===== config.mk =====
export PLATFORM = sky130hd
export DESIGN_NAME = qw_wrap_seq
export DESIGN_NICKNAME = d
export VERILOG_FILES = /design/src/rtl/qw_wrap_seq.sv
export SDC_FILE = /design/constraint.sdc
export NUM_CORES = 1
export LEC_CHECK = 0
export CORE_MARGIN = 2
export CORE_UTILIZATION = 35
export CTS_BUF_LIST = sky130_fd_sc_hd__clkbuf_4 sky130_fd_sc_hd__clkbuf_8 sky130_fd_sc_hd__clkbuf_16
export CTS_CLUSTER_DIAMETER = 200
export CTS_CLUSTER_SIZE = 20
export DETAILED_ROUTE_END_ITERATION = 10
export DONT_BUFFER_PORTS = 1
export MAX_ROUTING_LAYER = met4
export PLACE_DENSITY = 0.57
export SLEW_MARGIN = 20
export SYNTH_ARGS = -nofsm -noshare
export SYNTH_HDL_FRONTEND = slang
export SYNTH_SLANG_ARGS = --single-unit

===== constraint.sdc =====
create_clock -name clk -period 4.51 [get_ports clk]
set_input_delay 0.902 -clock clk [delete_from_list [all_inputs] [get_ports clk]]
set_output_delay 0.902 -clock clk [all_outputs]
set_load 0.02 [all_outputs]

===== src/rtl/qw_wrap_seq.sv =====
module qw_wrap_seq (
  input  logic       clk,
  input  logic       rst_n,
  input  logic       go_i,
  input  logic [2:0] start_qw_i,
  input  logic       pair_i,
  input  logic       step_i,
  output logic [2:0] qw_o,
  output logic [2:0] qw2_o,
  output logic [2:0] beat_o,
  output logic       busy_o,
  output logic       final_o
);

  logic [2:0] base_q;
  logic [2:0] idx_q;
  logic       dbl_q;
  logic       busy_q;

  wire [2:0] inc  = dbl_q ? 3'd2 : 3'd1;
  wire       endb = dbl_q ? (idx_q == 3'd6) : (idx_q == 3'd7);

  always_ff @(posedge clk or negedge rst_n) begin
    if (!rst_n) begin
      base_q <= '0;
      idx_q  <= '0;
      dbl_q  <= 1'b0;
      busy_q <= 1'b0;
    end else if (go_i) begin
      base_q <= start_qw_i;
      idx_q  <= '0;
      dbl_q  <= pair_i;
      busy_q <= 1'b1;
    end else if (busy_q && step_i) begin
      if (endb) busy_q <= 1'b0;
      else      idx_q  <= idx_q + inc;
    end
  end

  wire [1:0] lo = base_q[1:0] ^ idx_q[2:1];

  assign qw_o    = dbl_q ? {base_q[2], lo} : (base_q ^ idx_q);
  assign qw2_o   = dbl_q ? {~base_q[2], lo} : qw_o;
  assign beat_o  = idx_q;
  assign busy_o  = busy_q;
  assign final_o = busy_q & endb;

  a_r2_start_loads: assert property (@(posedge clk) disable iff (!rst_n)
    go_i |=> (busy_o && beat_o == 3'd0 && qw_o == $past(start_qw_i)));

  a_r3_r4_beat_step: assert property (@(posedge clk) disable iff (!rst_n)
    (busy_o && step_i && !go_i && !final_o) |=>
      (busy_o && beat_o == $past(beat_o) + ($past(dbl_q) ? 3'd2 : 3'd1)));

  a_r5_pair_bit5: assert property (@(posedge clk) disable iff (!rst_n)
    (busy_o && dbl_q) |-> (qw2_o[1:0] == qw_o[1:0] && qw2_o[2] != qw_o[2]));

  a_r6_final_busy: assert property (@(posedge clk) disable iff (!rst_n)
    final_o |-> busy_o);

  a_r7_end_drop: assert property (@(posedge clk) disable iff (!rst_n)
    (final_o && step_i && !go_i) |=> !busy_o);

  a_r8_idle_hold: assert property (@(posedge clk) disable iff (!rst_n)
    (!busy_o && !go_i) |=> !busy_o);

  a_r8_no_step_hold: assert property (@(posedge clk) disable iff (!rst_n)
    (busy_o && !step_i && !go_i) |=> ($stable(beat_o) && $stable(qw_o) && busy_o));

endmodule


==> results.txt, run 1 <==
antenna fix cells: 0
final estimated routing congestion in global placement: 0.725
global routing met3 resource utilization: 4.35%
busiest layer in global routing: met2
clock tree from TritonCTS: done
cts bufs inserted: 3
y dimension of the die: 40.6 um
maximum number of pins on one net before global-route repair: 10
multi-input logic area: 238 um^2
number of I/O pins: 19
upper clock frequency limit: 379 MHz
Setup TNS Final: 0 ps
kind of critical path: register to output pin
area taken by flip-flops and latches: 200 um^2
share of cells above drive strength 1: 11.1%
shortest period the worst path allows: 2640 ps
portion of the clock cycle consumed by the worst path in the final layout: 58.5%
capturing element type of the critical path: output pin
leading cell types in the layout, fill and taps excluded: sky130_fd_sc_hd__dfrtp_1 (8), sky130_fd_sc_hd__xnor2_1 (4), sky130_fd_sc_hd__inv_1 (3), sky130_fd_sc_hd__o21ai_1 (3), sky130_fd_sc_hd__clkbuf_4 (3)
WL final: 829 um
global routing usage on met1: 15.9%
violation count after the first detailed-route iteration: 2
YS warnings: 0
Post-Syn Area: 469 um^2
DRC viols: 0
total number of vias: 309
DRT Pass-1 Iters: 2
peak fanout along the critical path: 9
core region area: 0.00127 mm^2
max-slew violations: 0
count of filler cells inserted in the layout: 148
number of buffers added to fix hold violations after cts: 0
Cell Area, Placed: 468 um^2
total routing resource utilization after global routing: 12.3%
Root Buffer: sky130_fd_sc_hd__clkbuf_4
CP bufs+invs: 0
largest delay contributor family on the critical path: XOR/XNOR gates
total of buffers placed on input and output ports: 0
source-to-sink clock delay at the later pin of the worst-skew pair: 250 ps
worst ir drop on vdd: 0.160 mV
H-tree level count: 1
post-place setup slack: 2120 ps
grt met2 use: 17.5%
relative area change from synthesis to final layout: 4.53%
number of antenna violations at the first check in global routing: 0
mean instance size in the synthesized netlist: 10.4 um^2
Max Cap Viol: 0
Slew Limit Headroom: 40.1%
post-route antenna net violation count: 0
Worst Path Arrival: 1740 ps
vias per std cell: 5.15
x dimension of the die: 40.6 um
category of the worst setup path launch point: register
routed length per instance: 13.8 um
number of distinct standard cells referenced by the synthesized netlist: 24
maximum clock insertion buffer count: 2
slack of the worst reg-to-reg path: 2860 ps
placed wire-length estimate after detailed placement: 685 um
outcome: completed
gate count of the mapped netlist: 45
post-synthesis sequential area ratio: 42.7%
worst endpoint required time: 3610 ps
Layout Skew: 4.25 ps
final number of setup-violating endpoints: 0
Hold Fails Final Rpt: 0
Worst Hold Margin: 346 ps
largest incremental delay on the critical path: 730 ps
Post-Synthesis Net Count: 55
reported leakage power: 0.207 nW
Resized Gates After CTS: 0
Least-Margin Pin Slew: 892 ps
post-layout worst setup margin: 1870 ps
Power Density: 375 mW/mm^2
worst path cell trace: mux2i_1, xnor2_1
path category of the worst min-delay check: input pin to asynchronous set/reset pin
most common cell after layout, fill and taps aside: sky130_fd_sc_hd__dfrtp_1
design area: 490 um^2
standard-cell rows: 13
number of sinks driven by the clock tree: 8
Yosys reg bits: 8
worst-path cell with the longest stage delay: sky130_fd_sc_hd__xnor2_1
post-CTS setup buffer count: 0
global-route wire length before repair: 1270 um
overflow left after global routing: 0
die footprint: 0.00165 mm^2
RSZ-0062 raised after global routing: false
via count of the first global-routing pass: 285
clock input transition at the sequential cells of the worst setup and hold paths: 60 ps
nets: 57
Initial Util: 37.0%
cell families after synthesis:
family | after synthesis | synth area share, %
fa+ha+maj | 2 | 6.93
compound gates | 8 | 10.7
mux | 5 | 11.5
buf+inv | 6 | 6.66
flops | 8 | 42.7
simple gates | 12 | 14.1
xor+xnor | 4 | 7.47
state kept, by name, summed over array words and instances, names as in the netlist:
name,count
base_q,3
beat_o,3
busy_o,1
dbl_q,1
routing by layer:
layer	vias to the layer above	part of all wire [%]
met5	-	0
met2	10	49
met4	0	0
li1	152	-
met1	147	42
met3	0	8.3
power by group:
group | switching (W) | total (W) | internal, W
logic | 0.0000272 | 0.0000422 | 0.0000150
clock network | 0.0000225 | 0.0000529 | 0.0000303
registers | 0.0000109 | 0.0000887 | 0.0000777
worst paths after layout:
check,start,endpoint,cells after the start
min,rst_n,beat_o[1]$_DFFE_PN0P_,0
min in group clk,base_q[1]$_DFFE_PN0P_,base_q[1]$_DFFE_PN0P_,1
max in group asynchronous,rst_n,base_q[0]$_DFFE_PN0P_,0
max reg2reg,beat_o[1]$_DFFE_PN0P_,beat_o[2]$_DFFE_PN0P_,4
max,beat_o[1]$_DFFE_PN0P_,qw_o[0],2
min reg2reg,base_q[1]$_DFFE_PN0P_,base_q[1]$_DFFE_PN0P_,1
synth_stat cells:
cell type                  instances  area [um^2]
sky130_fd_sc_hd__a21oi_1           2         10.0
sky130_fd_sc_hd__nor3_1            1         5.00
sky130_fd_sc_hd__nand3_1           2         10.0
sky130_fd_sc_hd__and2_1            1         6.26
sky130_fd_sc_hd__nand2_1           2         7.51
sky130_fd_sc_hd__a211oi_1          1         7.51
sky130_fd_sc_hd__and2b_1           2         15.0
sky130_fd_sc_hd__or2_0             1         6.26
sky130_fd_sc_hd__mux2_2            1         11.3
sky130_fd_sc_hd__mux2i_1           2         20.0
sky130_fd_sc_hd__a21o_1            1         7.51
sky130_fd_sc_hd__nor2_1            1         3.75
sky130_fd_sc_hd__o21ai_1           3         15.0
sky130_fd_sc_hd__mux2_1            2         22.5
sky130_fd_sc_hd__xnor2_1           4         35.0
sky130_fd_sc_hd__buf_2             1         5.00
sky130_fd_sc_hd__inv_1             3         11.3
sky130_fd_sc_hd__dfrtp_1           8          200
sky130_fd_sc_hd__ha_1              1         12.5
sky130_fd_sc_hd__nand2_2           1         6.26
sky130_fd_sc_hd__fa_1              1         20.0
sky130_fd_sc_hd__and3_1            1         6.26
sky130_fd_sc_hd__o21ba_1           1         10.0
sky130_fd_sc_hd__buf_4             2         15.0
stage by stage:
step | total power [W] | util [%] | cells
after floorplan | 0.000133 | - | 45
after global placement | 0.000131 | 36.9 | 57
after detailed placement | 0.000133 | 36.9 | 57
after CTS | 0.000187 | 38.7 | 60
after global routing | 0.000195 | 38.7 | 60
final | 0.000184 | 38.7 | 60
layout make-up:
class	instances	share of cell area, %
well taps	15	3.83
multi-input cells	31	48.5
flip-flops and latches	8	40.8
clock buffers	3	4.59
inverters	3	2.30
Note: power is estimated with default switching activity, not from simulation.
==> run 2: changes to the inputs <==
==> constraint.sdc (replaced) <==
create_clock -name clk -period 2.7 [get_ports clk]
set_input_delay 0.54 -clock clk [delete_from_list [all_inputs] [get_ports clk]]
set_output_delay 0.54 -clock clk [all_outputs]
set_load 0.02 [all_outputs]
==> run 2 against run 1 <==
Die area is the same. Register-to-register slack lost 1900 ps. Routed wire length grew 2.7%. Hold slack gained 2.7 ps. Clock-buffer cell count is the same. Critical path type unchanged.
==> results.txt, run 2 (synthesis results as in run 1) <==
worst-path cell with the longest stage delay: sky130_fd_sc_hd__dfrtp_1 (was sky130_fd_sc_hd__xnor2_1)
share of cells above drive strength 1: 14.6% (was 11.1%)
worst ir drop on vdd: 0.306 mV (was 0.160 mV)
via count of the first global-routing pass: 343 (was 285)
DRT Pass-1 Iters: 1 (was 2)
area taken by flip-flops and latches: 200 um^2 (unchanged)
Power Density: 622 mW/mm^2 (was 375 mW/mm^2)
final number of setup-violating endpoints: 0 (unchanged)
upper clock frequency limit: 461 MHz
post-CTS setup buffer count: 0 (unchanged)
share of power burned in the clock network: 27.8% (was 28.8%)
maximum number of pins on one net before global-route repair: 10 (unchanged)
Slew Limit Headroom: 67.6% (was 40.1%)
routed length per instance: 13.5 um (was 13.8 um)
source-to-sink clock delay at the later pin of the worst-skew pair: 250 ps (about the same)
Worst Path Arrival: 1630 ps (was 1740 ps)
x dimension of the die: 40.6 um (unchanged)
capturing element type of the critical path: output pin (unchanged)
reported leakage power: 0.221 nW (was 0.207 nW)
total routing resource utilization after global routing: 15.7% (was 12.3%)
maximum clock insertion buffer count: 2 (unchanged)
global-route wire length before repair: 1550 um (was 1270 um)
RR Startpoint: dbl_q$_DFFE_PN0P_ (was beat_o[1]$_DFFE_PN0P_)
placed wire-length estimate after detailed placement: 665 um (was 685 um)
overflow left after global routing: 0 (unchanged)
WL final: 851 um (was 829 um)
core region area: 0.00127 mm^2 (unchanged)
combinational cell fraction of total power: 26.0% (was 23.0%)
Max Cap Viol: 0 (unchanged)
vias per std cell: 5.17 (was 5.15)
multi-input logic area: 238 um^2 (unchanged)
crit path from: dbl_q$_DFFE_PN0P_ (was beat_o[1]$_DFFE_PN0P_)
Setup TNS Final: 0 ps (unchanged)
H-tree level count: 1 (unchanged)
category of the worst setup path launch point: register (unchanged)
Least-Margin Pin Slew: 482 ps (was 892 ps)
standard-cell rows: 13 (unchanged)
count of filler cells inserted in the layout: 132 (was 148)
Resized Gates After CTS: 0 (unchanged)
shortest period the worst path allows: 2170 ps
outcome: completed (unchanged)
sequential group share of total power: 46.2% (was 48.3%)
switching pwr: 0.000106 W (was 0.0000607 W)
most common cell after layout, fill and taps aside: sky130_fd_sc_hd__dfrtp_1 (unchanged)
die footprint: 0.00165 mm^2 (unchanged)
worst endpoint required time: 2160 ps (was 3610 ps)
internal power contribution: 0.000215 W (was 0.000123 W)
leading cell types in the layout, fill and taps excluded: sky130_fd_sc_hd__dfrtp_1 (8), sky130_fd_sc_hd__xnor2_1 (4), sky130_fd_sc_hd__inv_1 (3), sky130_fd_sc_hd__o21ai_1 (3), sky130_fd_sc_hd__clkbuf_4 (3) (unchanged)
total number of vias: 326 (was 309)
number of antenna violations at the first check in global routing: 0 (unchanged)
peak fanout along the critical path: 4 (was 9)
total of buffers placed on input and output ports: 0 (unchanged)
largest incremental delay on the critical path: 420 ps (was 730 ps)
relative area change from synthesis to final layout: 9.87% (was 4.53%)
worst path cell trace: inv_1, ha_1, and2b_1, and3_1 (was mux2i_1, xnor2_1)
DRC viols: 0 (unchanged)
portion of the clock cycle consumed by the worst path in the final layout: 80.3%
Worst Hold Margin: 349 ps (was 346 ps)
share of the core filled with cells in the final layout: 40.6% (was 38.7%)
Layout Skew: 5.86 ps (was 4.25 ps)
path category of the worst min-delay check: input pin to register (was input pin to asynchronous set/reset pin)
RSZ-0062 raised after global routing: false (unchanged)
final estimated routing congestion in global placement: 0.754 (was 0.725)
nets: 60 (was 57)
kind of critical path: register to output pin (unchanged)
Root Buffer: sky130_fd_sc_hd__clkbuf_4 (unchanged)
number of sinks driven by the clock tree: 8 (unchanged)
Hold Fails Final Rpt: 0 (unchanged)
start point of the worst min-delay path: go_i
number of I/O pins: 19 (unchanged)
clock tree from TritonCTS: done (unchanged)
clock input transition at the sequential cells of the worst setup and hold paths: 60 ps (about the same)
Initial Util: 37.0% (unchanged)
violation count after the first detailed-route iteration: 0 (was 2)
y dimension of the die: 40.6 um (unchanged)
cts bufs inserted: 3 (unchanged)
post-route antenna net violation count: 0 (unchanged)
antenna fix cells: 0 (unchanged)
max-slew violations: 0 (unchanged)
Switching Share: 33.0% (about the same)
==> run 2: worst paths after layout <==
path	cells after the start	endpoint	slack (ps)
max in group asynchronous	1	base_q[0]$_DFFE_PN0P_	1800
hold reg to reg	1	base_q[1]$_DFFE_PN0P_	510
setup / recovery	4	final_o	530
min in group asynchronous	1	beat_o[1]$_DFFE_PN0P_	640
setup reg to reg	6	beat_o[2]$_DFFE_PN0P_	1000
hold / removal	1	beat_o[1]$_DFFE_PN0P_	350
==> run 2: worst max-delay path: cells and delay by family (launching register included) <==
kind          cells  cell delay, ps
simple gates      2             510
fa+ha+maj         1             310
flops             1             420
buf+inv           1             130
==> run 2: what timing repair did <==
item	CTS	global route
hold buffers	1	0
endpoints found under the hold margin	8	0
endpoints found under the setup margin	0	0
==> run 2: power groups by stage <==
stage / combinational (W) / sequential, W / clock, W
2_1_floorplan: 0.0000761 / 0.000147 / 0
3_3_place_gp: 0.0000797 / 0.000149 / 0
3_5_place_dp: 0.0000811 / 0.000151 / 0
4_1_cts: 0.0000846 / 0.000149 / 0.0000961
5_1_grt: 0.0000938 / 0.000151 / 0.000104
6_report: 0.0000832 / 0.000148 / 0.0000891
==> run 2: layer usage <==
layer	routed length, um	GRT usage [%]	up-vias
met4	0	2.50	0
li1	-	-	156
met3	108	12.0	0
met2	391	22.2	14
met1	352	17.8	156
met5	0	-	-
==> run 2: final cells by class <==
| class | count | share of cell area, % |
|---|---|---|
| clock buffers | 3 | 4.37 |
| inverters | 3 | 2.18 |
| multi-input cells | 31 | 46.1 |
| repair buffers | 3 | 4.85 |
| flip-flops and latches | 8 | 38.8 |
| well taps | 15 | 3.64 |
==> run 2: through the flow <==
step	instance area, um^2	setup slack, ps	total power [W]	instances
2_1_floorplan	469	832	0.000223	45
3_3_place_gp	483	841	0.000229	59
3_5_place_dp	483	812	0.000232	59
4_1_cts	515	524	0.000329	63
5_1_grt	515	432	0.000348	63
6_report	515	532	0.000320	63
